<file path="config.mk">
export PLATFORM = sky130hd
export DESIGN_NAME = srtc_regfile
export DESIGN_NICKNAME = d
export VERILOG_FILES = /design/src/rtl/srtc_pkg.sv /design/src/rtl/srtc_timebase.sv /design/src/rtl/srtc_wr_engine.sv /design/src/rtl/srtc_regfile.sv
export SDC_FILE = /design/constraint.sdc
export NUM_CORES = 1
export LEC_CHECK = 0
export BUFFER_PORTS_ARGS = -buffer_cell sky130_fd_sc_hd__buf_2
export CAP_MARGIN = 10
export CORE_ASPECT_RATIO = 1.1
export CORE_MARGIN = 10
export CORE_UTILIZATION = 23
export CTS_CLUSTER_SIZE = 24
export DETAILED_ROUTE_END_ITERATION = 10
export GPL_TIMING_DRIVEN = 1
export PLACE_DENSITY = 0.36
export REMOVE_ABC_BUFFERS = 1
export SLEW_MARGIN = 10
export SYNTH_ARGS = -nofsm -noshare
export SYNTH_HDL_FRONTEND = slang
export SYNTH_SLANG_ARGS = --single-unit
</file>
<file path="constraint.sdc">
create_clock -name clk_i -period 3.45 [get_ports clk_i]
set_input_delay 0.1725 -clock clk_i [delete_from_list [all_inputs] [get_ports clk_i]]
set_output_delay 0.1725 -clock clk_i [all_outputs]
set_load 0.03 [all_outputs]
</file>
<file path="src/rtl/srtc_pkg.sv">
package srtc_pkg;
  typedef enum logic [2:0] {
    REG_SEC, REG_SUB, REG_ALM, REG_ALO, REG_CTL, REG_STS, REG_IEN, REG_NONE
  } reg_sel_e;

  localparam int unsigned CTL_RUN   = 3;
  localparam int unsigned CTL_SLOCK = 17;
  localparam int unsigned CTL_HLOCK = 18;

  localparam int unsigned ST_OVF  = 2;
  localparam int unsigned ST_ALM  = 4;
  localparam int unsigned ST_ERR  = 7;
  localparam int unsigned ST_DONE = 8;
  localparam int unsigned ST_NEXT = 9;
  localparam int unsigned ST_BUSY = 10;

  localparam logic [31:0] ST_W1C   = 32'h0000_0194;
  localparam logic [31:0] IRQ_MASK = 32'h0000_0390;

  function automatic reg_sel_e decode_addr(input logic [31:0] a);
    case (a)
      32'h00:  return REG_SEC;
      32'h04:  return REG_SUB;
      32'h08:  return REG_ALM;
      32'h0C:  return REG_ALO;
      32'h10:  return REG_CTL;
      32'h14:  return REG_STS;
      32'h18:  return REG_IEN;
      default: return REG_NONE;
    endcase
  endfunction
endpackage

</file>
<file path="src/rtl/srtc_timebase.sv">
module srtc_timebase #(
  parameter int unsigned SEC_W = 32,
  parameter int unsigned SUB_W = 15
) (
  input  logic             clk_i,
  input  logic             rst_ni,
  input  logic             adv_i,
  input  logic             ld_sec_i,
  input  logic             ld_sub_i,
  input  logic [SEC_W-1:0] ld_val_i,
  output logic [SEC_W-1:0] sec_o,
  output logic [SUB_W-1:0] sub_o,
  output logic             sec_wrap_o
);
  logic [SEC_W-1:0] sec_q;
  logic [SUB_W-1:0] sub_q;
  logic             sub_last;

  assign sub_last   = &sub_q;
  assign sec_wrap_o = adv_i & sub_last & (&sec_q);

  always_ff @(posedge clk_i or negedge rst_ni) begin
    if (!rst_ni) begin
      sec_q <= '0;
      sub_q <= '0;
    end else begin
      if (ld_sec_i)                sec_q <= ld_val_i;
      else if (adv_i && sub_last)  sec_q <= sec_q + 1'b1;
      if (ld_sub_i)                sub_q <= ld_val_i[SUB_W-1:0];
      else if (adv_i)              sub_q <= sub_q + 1'b1;
    end
  end

  assign sec_o = sec_q;
  assign sub_o = sub_q;

  AST_SUB_STEP: assert property (@(posedge clk_i) disable iff (!rst_ni)
    adv_i && !ld_sub_i |=> sub_q == SUB_W'($past(sub_q) + 1'b1));
  AST_SINGLE_LOAD: assert property (@(posedge clk_i) disable iff (!rst_ni)
    !(ld_sec_i && ld_sub_i));
endmodule

</file>
<file path="src/rtl/srtc_wr_engine.sv">
module srtc_wr_engine import srtc_pkg::*; #(
  parameter int unsigned LAT = 4,
  parameter int unsigned DW  = 32
) (
  input  logic          clk_i,
  input  logic          rst_ni,
  input  logic          tick_i,
  input  logic          req_i,
  input  reg_sel_e      sel_i,
  input  logic [DW-1:0] data_i,
  output logic          busy_o,
  output logic          commit_o,
  output logic          drop_o,
  output reg_sel_e      sel_o,
  output logic [DW-1:0] data_o
);
  localparam int unsigned CW = (LAT > 1) ? $clog2(LAT) : 1;
  localparam logic [CW-1:0] LAST = CW'(LAT - 1);

  logic          busy_q;
  logic [CW-1:0] cnt_q;
  reg_sel_e      sel_q;
  logic [DW-1:0] data_q;

  assign commit_o = busy_q & tick_i & (cnt_q == LAST);
  assign drop_o   = req_i & busy_q;

  always_ff @(posedge clk_i or negedge rst_ni) begin
    if (!rst_ni) begin
      busy_q <= 1'b0;
      cnt_q  <= '0;
      sel_q  <= REG_NONE;
      data_q <= '0;
    end else if (commit_o) begin
      busy_q <= 1'b0;
    end else if (req_i && !busy_q) begin
      busy_q <= 1'b1;
      cnt_q  <= '0;
      sel_q  <= sel_i;
      data_q <= data_i;
    end else if (busy_q && tick_i) begin
      cnt_q <= cnt_q + 1'b1;
    end
  end

  assign busy_o = busy_q;
  assign sel_o  = sel_q;
  assign data_o = data_q;

  AST_HOLD_TARGET: assert property (@(posedge clk_i) disable iff (!rst_ni)
    busy_q && !commit_o |=> busy_o && $stable(sel_o) && $stable(data_o));
  AST_DROP_KEEPS_PENDING: assert property (@(posedge clk_i) disable iff (!rst_ni)
    drop_o && !commit_o |=> busy_o);
endmodule

</file>
<file path="src/rtl/srtc_regfile.sv">
module srtc_regfile import srtc_pkg::*; #(
  parameter int unsigned AW     = 8,
  parameter int unsigned WR_LAT = 4,
  parameter int unsigned SUB_W  = 15
) (
  input  logic          clk_i,
  input  logic          rst_ni,
  input  logic          tick_i,
  input  logic [AW-1:0] addr_i,
  input  logic          wr_i,
  input  logic [31:0]   wdata_i,
  output logic [31:0]   rdata_o,
  output logic          irq_o
);
  localparam int unsigned DW = 32;
  localparam logic [DW-1:0] ALM_NONE = '1;

  reg_sel_e      acc_sel, cm_sel;
  logic          req, busy, commit, drop;
  logic [DW-1:0] cm_data;
  logic [DW-1:0] sec;
  logic [SUB_W-1:0] sub;
  logic          wrap, cm_cnt, locked, cm_ok, ld_sec, ld_sub, adv, alarm_hit;
  logic [DW-1:0] alm_q, alo_q, ctl_q, ien_q, flg_q, flg_set, flg_clr, status;

  assign acc_sel = decode_addr(32'(addr_i));
  assign req     = wr_i & (acc_sel inside {REG_SEC, REG_SUB, REG_ALM, REG_ALO, REG_CTL});

  srtc_wr_engine #(.LAT(WR_LAT), .DW(DW)) u_wr (
    .clk_i, .rst_ni, .tick_i,
    .req_i(req), .sel_i(acc_sel), .data_i(wdata_i),
    .busy_o(busy), .commit_o(commit), .drop_o(drop),
    .sel_o(cm_sel), .data_o(cm_data)
  );

  assign cm_cnt = cm_sel inside {REG_SEC, REG_SUB};
  assign locked = ctl_q[CTL_HLOCK] | ctl_q[CTL_SLOCK];
  assign cm_ok  = commit & ~(cm_cnt & locked);
  assign ld_sec = cm_ok & (cm_sel == REG_SEC);
  assign ld_sub = cm_ok & (cm_sel == REG_SUB);
  assign adv    = tick_i & ctl_q[CTL_RUN] & ~(ld_sec | ld_sub);

  srtc_timebase #(.SEC_W(DW), .SUB_W(SUB_W)) u_tb (
    .clk_i, .rst_ni, .adv_i(adv), .ld_sec_i(ld_sec), .ld_sub_i(ld_sub),
    .ld_val_i(cm_data), .sec_o(sec), .sub_o(sub), .sec_wrap_o(wrap)
  );

  assign alarm_hit = (alm_q != ALM_NONE) && (sec == alm_q);

  always_comb begin
    flg_set          = '0;
    flg_set[ST_DONE] = cm_ok;
    flg_set[ST_ERR]  = drop | (commit & ~cm_ok);
    flg_set[ST_ALM]  = alarm_hit;
    flg_set[ST_OVF]  = wrap;
    flg_clr = (wr_i && acc_sel == REG_STS) ? (wdata_i & ST_W1C) : '0;
  end

  always_ff @(posedge clk_i or negedge rst_ni) begin
    if (!rst_ni) begin
      alm_q <= ALM_NONE;
      alo_q <= '0;
      ctl_q <= '0;
      ien_q <= '0;
      flg_q <= '0;
    end else begin
      flg_q <= (flg_q & ~flg_clr) | flg_set;
      if (cm_ok && cm_sel == REG_ALM) alm_q <= cm_data;
      if (cm_ok && cm_sel == REG_ALO) alo_q <= cm_data;
      if (cm_ok && cm_sel == REG_CTL) ctl_q <= cm_data;
      if (wr_i && acc_sel == REG_IEN) ien_q <= wdata_i & IRQ_MASK;
    end
  end

  always_comb begin
    status          = flg_q;
    status[ST_BUSY] = busy;
    status[ST_NEXT] = ~busy;
  end

  assign irq_o = |(status & ien_q);

  always_comb begin
    case (acc_sel)
      REG_SEC: rdata_o = sec;
      REG_SUB: rdata_o = DW'(sub);
      REG_ALM: rdata_o = alm_q;
      REG_ALO: rdata_o = alo_q;
      REG_CTL: rdata_o = ctl_q;
      REG_STS: rdata_o = status;
      REG_IEN: rdata_o = ien_q;
      default: rdata_o = '0;
    endcase
  end

  AST_LOCKED_REFUSED: assert property (@(posedge clk_i) disable iff (!rst_ni)
    commit && cm_cnt && locked |=> flg_q[ST_ERR] && $past(sec) != sec - 32'd2);
  AST_COUNTERS_FROZEN: assert property (@(posedge clk_i) disable iff (!rst_ni)
    !ctl_q[CTL_RUN] && !commit |=> $stable(sec) && $stable(sub));
  AST_NO_ALARM_SENTINEL: assert property (@(posedge clk_i) disable iff (!rst_ni)
    alm_q == ALM_NONE && !flg_q[ST_ALM] |=> !flg_q[ST_ALM]);
  AST_DONE_ON_COMMIT: assert property (@(posedge clk_i) disable iff (!rst_ni)
    commit && !cm_cnt |=> flg_q[ST_DONE] && !busy);
endmodule

</file>
# After elaboration in Yosys (flattened, before gate mapping)
# Cells that the tools add are included.
# totals
ff_bits	217
inputBits	44
# classes
addsub	3
n_eq_ne	19
mux	11
n_reduce_logical	24
n_bitwise	25
# op_table
op	count
$pmux W32 S7	1
$mux W32	2
$add A32 B1 Y32 const B	1
$and A32 B10 Y32	1
$and A32 B32 Y32	1
$eq A32 B32 Y1	1
$ne A32 B32 Y1 const B	1
$not A9 Y32	1
$or A32 B9 Y32	1
$reduce_and A32 Y1	1
$reduce_or A32 Y1	1
$mux W15	2
$eq A8 B5 Y1 const B	3
$pmux W3 S7	1
$eq A8 B4 Y1 const B	2
$add A15 B1 Y15 const B	1
$reduce_and A15 Y1	1
$and A1 B1 Y1	13
$eq A3 B2 Y1 const B	4
$eq A3 B3 Y1 const B	4
$reduce_bool A2 Y1	5
$logic_and A1 B1 Y1	9
$mux W9	1
$eq A8 B3 Y1 const B	1
12 further kinds	23

# Longest topological paths before layout
# logic_depth
ltp_word	12
depth_mapped	8
mapped_depth_nobuf	6

# Modules after synthesis
# Synthesis repeated with hierarchy kept, for this count alone.
# hier_totals
cells_unflattened	837
area_unflattened_um2	9688.0
# modules_own_cells
module	area_per_inst_um2	cells_each	n_inst
srtc_regfile	5362.6	439	1
srtc_timebase	2705.1	308	1
srtc_wr_engine	1620.3	90	1

# Worst setup path after synthesis
# OpenSTA, ideal clock, no wires.
# synth_path
kind	reg2reg
startpoint	reg u_tb.sub_q[0] (netlist: u_tb.sub_o[0])
endpoint	reg u_tb.sec_q[2] (netlist: u_tb.sec_o[2])
n_path_buf	2
setup_ns	0.066
stages_incl_launch_ff	9
t_arrival_ns	2.041
path_slack_ns	1.343
synth_period_minus_slack_ns	2.107
path_cell_list	dfrtp_1 -> ha_1 -> nand3_1 -> or4_4 -> buf_6 -> nor3_4 -> buf_6 -> a32oi_1 -> nand2_1
# synth_via
elab_chain_cells	3
# synth_rtl
element	line	rtl
start, declared	srtc_timebase.sv:16	logic [SUB_W-1:0] sub_q;
start signal, assigned	srtc_timebase.sv:29	if (ld_sub_i) sub_q <= ld_val_i[SUB_W-1:0];
start signal, assigned	srtc_timebase.sv:30	else if (adv_i) sub_q <= sub_q + 1'b1;
$reduce_and A15 Y1	srtc_timebase.sv:19	assign sub_last = &sub_q;
$logic_and A1 B1 Y1	srtc_timebase.sv:28	else if (adv_i && sub_last) sec_q <= sec_q + 1'b1;
$reduce_bool A2 Y1 (no source line)	-	
end signal, assigned	srtc_timebase.sv:27	if (ld_sec_i) sec_q <= ld_val_i;
end signal, assigned	srtc_timebase.sv:28	
end, declared	srtc_timebase.sv:15	logic [SEC_W-1:0] sec_q;
# Every way passes these cells.
# A chain may end at the register's enable or synchronous reset.

# Worst setup path after layout
# layout_path
startpoint	reg ctl_q[18]
endpoint	reg u_tb.sub_q[11] (netlist: u_tb.sub_o[11])
# layout_via
elab_chain_cells	9
elab_cells_between_ends	11
classes_between	1 x mux; 9 x bitwise; 1 x reduce/logical
# layout_rtl
element	line	rtl
start, declared	srtc_regfile.sv:24	logic [DW-1:0] alm_q, alo_q, ctl_q, ien_q, flg_q, flg_set, flg_clr, status;
start signal, assigned	srtc_regfile.sv:70	if (cm_ok && cm_sel == REG_CTL) ctl_q <= cm_data;
$or A1 B1 Y1 *	srtc_regfile.sv:37	assign locked = ctl_q[CTL_HLOCK] | ctl_q[CTL_SLOCK];
$and A1 B1 Y1 *	srtc_regfile.sv:38	assign cm_ok = commit & ~(cm_cnt & locked);
$not A1 Y1 *	srtc_regfile.sv:38	
$and A1 B1 Y1 *	srtc_regfile.sv:38	
$and A1 B1 Y1, on equally long branches	srtc_regfile.sv:39, srtc_regfile.sv:40	
$or A1 B1 Y1	srtc_regfile.sv:41	assign adv = tick_i & ctl_q[CTL_RUN] & ~(ld_sec | ld_sub);
$not A1 Y1	srtc_regfile.sv:41	
$and A1 B1 Y1	srtc_regfile.sv:41	
$reduce_bool A2 Y1 (no source line)	-	
# Mark *: on every way between the ends. The rest lies on a longest branch, timed or not.

==> results.ini <==
[power_and_ir_drop]
p_clk_frac = 0.379
power_leakage_nw = 5.25
seq_power_share = 0.515
switching_share = 0.300
p_int_mw = 3.81
p_comb_frac = 0.106
power.density_nw_per_um2 = 455
power_mw = 5.45
power.switching_mw = 1.64
peakVddDrop_mv = 0.314

[sta]
tightest_slew_ps = 852
rsz0062_at_grt = false
hold_slack_ps = 77.8
slew_viol_final = 0
finalCritPeriodShare = 0.765
final.min_clock_period_ps = 2640
fin_tns_setup_ps = 0
slew_headroom = 0.432
max_clock_freq_mhz = 379
finalHoldViolations = 0
setup_viol = 0
skew_ps = 16.4

[clock_network]
ctsLongestPathBuffers = 2
cts.clk_slew.worst_paths_ps = 70
cts_setup_buffers = 0
cts_sinks = 189
cts-root-buf = clkbuf_16
clkLatencyLatePin_ps = 450
htree_levels = 4
cts_buffers = 17
cts_resized = 0
cts_hold_buf = 33
cts_tree = done

[yosys]
synth_commonest_cells = dfrtp_1 (154), mux2_2 (113), nand2_1 (78)
synth_top_area_frac = 0.385
yosys_most_used_dff = dfrtp_1
ys_types = 72
synth_area_leaders = dfrtp_1 (39%), mux2_2 (13%), dfstp_2 (9.2%), a22oi_1 (5.0%), nand2_1 (2.9%)
yosysMostFrequentCell = dfrtp_1
netlist_area_um2 = 10000
yosysTopAreaCell = dfrtp_1
synth-edff-count = 0
synthArstFlopShare = 1.00
synth_cells = 892
yosysSeqAreaShare = 0.477
ys_warn_count = 0
synth-seq-cells = 189
syn_area_per_cell_um2 = 11.2

[routing]
wire_per_inst_um = 22.0
firstDrtPassIters = 5
wirelength_um = 34700
drc = 0
postRouteAntennaNets = 0
drtIter0Drc = 476
vias = 7732
via_per_inst = 4.91

[global_routing]
grt_pass1_vias = 8171
antenna_found_initial = 0
grt_pass1_wl_um = 54000
met2_usage = 0.227
use_met1 = 0.179
grtUsageMet3 = 0.0218
overflow = 0
grt_max_degree = 90
grt.busiest_layer = met2
track_usage = 0.136

[status]
status = finished clean

[cells_and_area]
syn_to_final_growth_pct = 19.6
stdcell_count = 1576
multi_input_area_um2 = 4860
ff_latch_area_um2 = 4770
num-nets-final = 1036
postLayoutCoreUtil = 0.277
n_fill_cell = 4530
n_antenna_cell = 0
drive_gt1_frac = 0.322

[setup_path]
reg2reg_slack_ps = 810
reg2reg_depth = 6
slowest_stage = or4_1
startpoint_type = flop
cp_common_cell = o311ai_0
criticalPathCategory = flop to flop
path_max_fanout = 8
crit_arrival_ps = 2960
endpoint = u_tb.sub_o[11]
cp_cell_sequence = or4_1 -> o211a_1 -> nor2_2 -> buf_4 -> o311ai_0 -> o311ai_0
max_stage_delay_ps = 710
r2r_end = u_tb.sub_o[11]
r2r-start = ctl_q[18]
crit_start = ctl_q[18]
end_kind = flop
required_ps = 3770

[floorplan]
io_pins = 77
fp.dieH_um = 239
initial_core_util = 0.232
rows = 80
die_area_um2 = 52200
die-width_um = 219
core-area_um2 = 43100

[placed_design]
dp_cells = 1511
gp_congestion = 0.748
io_buffers = 76
place_hpwl_um = 24000

[flow_run]
timing.max_cap.violations = 0

[hold_path]
hold_path_class = input port to flop

==> stage by stage <==
stage,worst slack (ps),area (µm²)
floorplan,269,9690
global placement,796,11000
detailed placement,816,11000
CTS,803,12000
global route,656,12000
finish,810,12000
==> worst min-delay path by stage <==
stage                     slack [ps]       endpoint      start  depth (start not counted)
after floorplan                 -120       alo_q[0]     rst_ni                          0
after global placement           330  u_wr.cnt_q[0]     rst_ni                          1
after detailed placement         320    u_wr.busy_o     rst_ni                          1
after CTS                         60  u_wr.sel_o[1]  addr_i[3]                          3
after global routing             100  u_wr.sel_o[1]  addr_i[3]                          3
final                             80  u_wr.sel_o[1]  addr_i[3]                          3
==> power by group through the flow <==
stage | Clock, mW | Combinational [mW] | Sequential, mW
2_1_floorplan | 0 | 0.361 | 2.69
3_3_place_gp | 0 | 0.554 | 2.85
3_5_place_dp | 0 | 0.563 | 2.85
4_1_cts | 2.14 | 0.593 | 2.81
5_1_grt | 2.23 | 0.650 | 2.85
6_report | 2.07 | 0.577 | 2.80
==> cells in the final DEF, fill, tap and decap left out, types with 10 or more instances in the layout <==
cell type      instances
a21oi_1               13
a222oi_1              10
a22oi_1               67
buf_2                 75
buf_4                 24
clkbuf_16             17
dfrtp_1              154
dfstp_2               35
dlygate4sd3_1         33
inv_1                 21
mux2_1                15
mux2_2               113
nand2_1               78
nand3_1               38
nand4_1               20
nor2_1                34
nor3_1                12
nor4_1                16
o21ai_1               26
xnor2_1               17
xor2_1                16
==> sequential cells by signal, summed over array words and instances, names as in the netlist <==
signal,flops
alm_q,32
alo_q,32
ctl_q,32
u_tb.sec_o,32
u_wr.data_o,32
u_tb.sub_o,15
flg_q,4
ien_q,4
u_wr.sel_o,3
u_wr.cnt_q,2
u_wr.busy_o,1
==> worst max-delay path: cells and delay by family (launching register included) <==
family,cells,cell delay [ps]
simple gates,2,1150
compound gates,3,640
flops,1,460
buf+inv,1,250
==> final cells by class <==
cell class / count / area share
clock buffer: 18 / 0.0359
clock inverter: 14 / 0.0131
inverter: 22 / 0.00691
multi-input combinational: 624 / 0.406
sequential: 189 / 0.399
tap: 574 / 0.0601
timing repair buffer: 135 / 0.0786
==> kinds of logic (layout without fill, tap and decap cells) <==
| kind of cell | after synthesis | count (layout) | synth area share |
|---|---|---|---|
| and+or+nand+nor | 251 | 251 | 0.145 |
| AOI/OAI and AO/OA | 204 | 204 | 0.155 |
| DFF | 189 | 189 | 0.477 |
| muxes | 133 | 133 | 0.151 |
| buffers and inverters | 79 | 189 | 0.0390 |
| xor gates and xnor gates | 33 | 33 | 0.0289 |
| adders and majority gates | 3 | 3 | 0.00376 |
==> metal layers <==
metal / up-vias / wire, µm
met5: - / 0
met3: 13 / 1080
li1: 3593 / -
met1: 3986 / 16200
met4: 0 / 380
met2: 140 / 17000
Note: power is estimated with default switching activity, not from simulation.
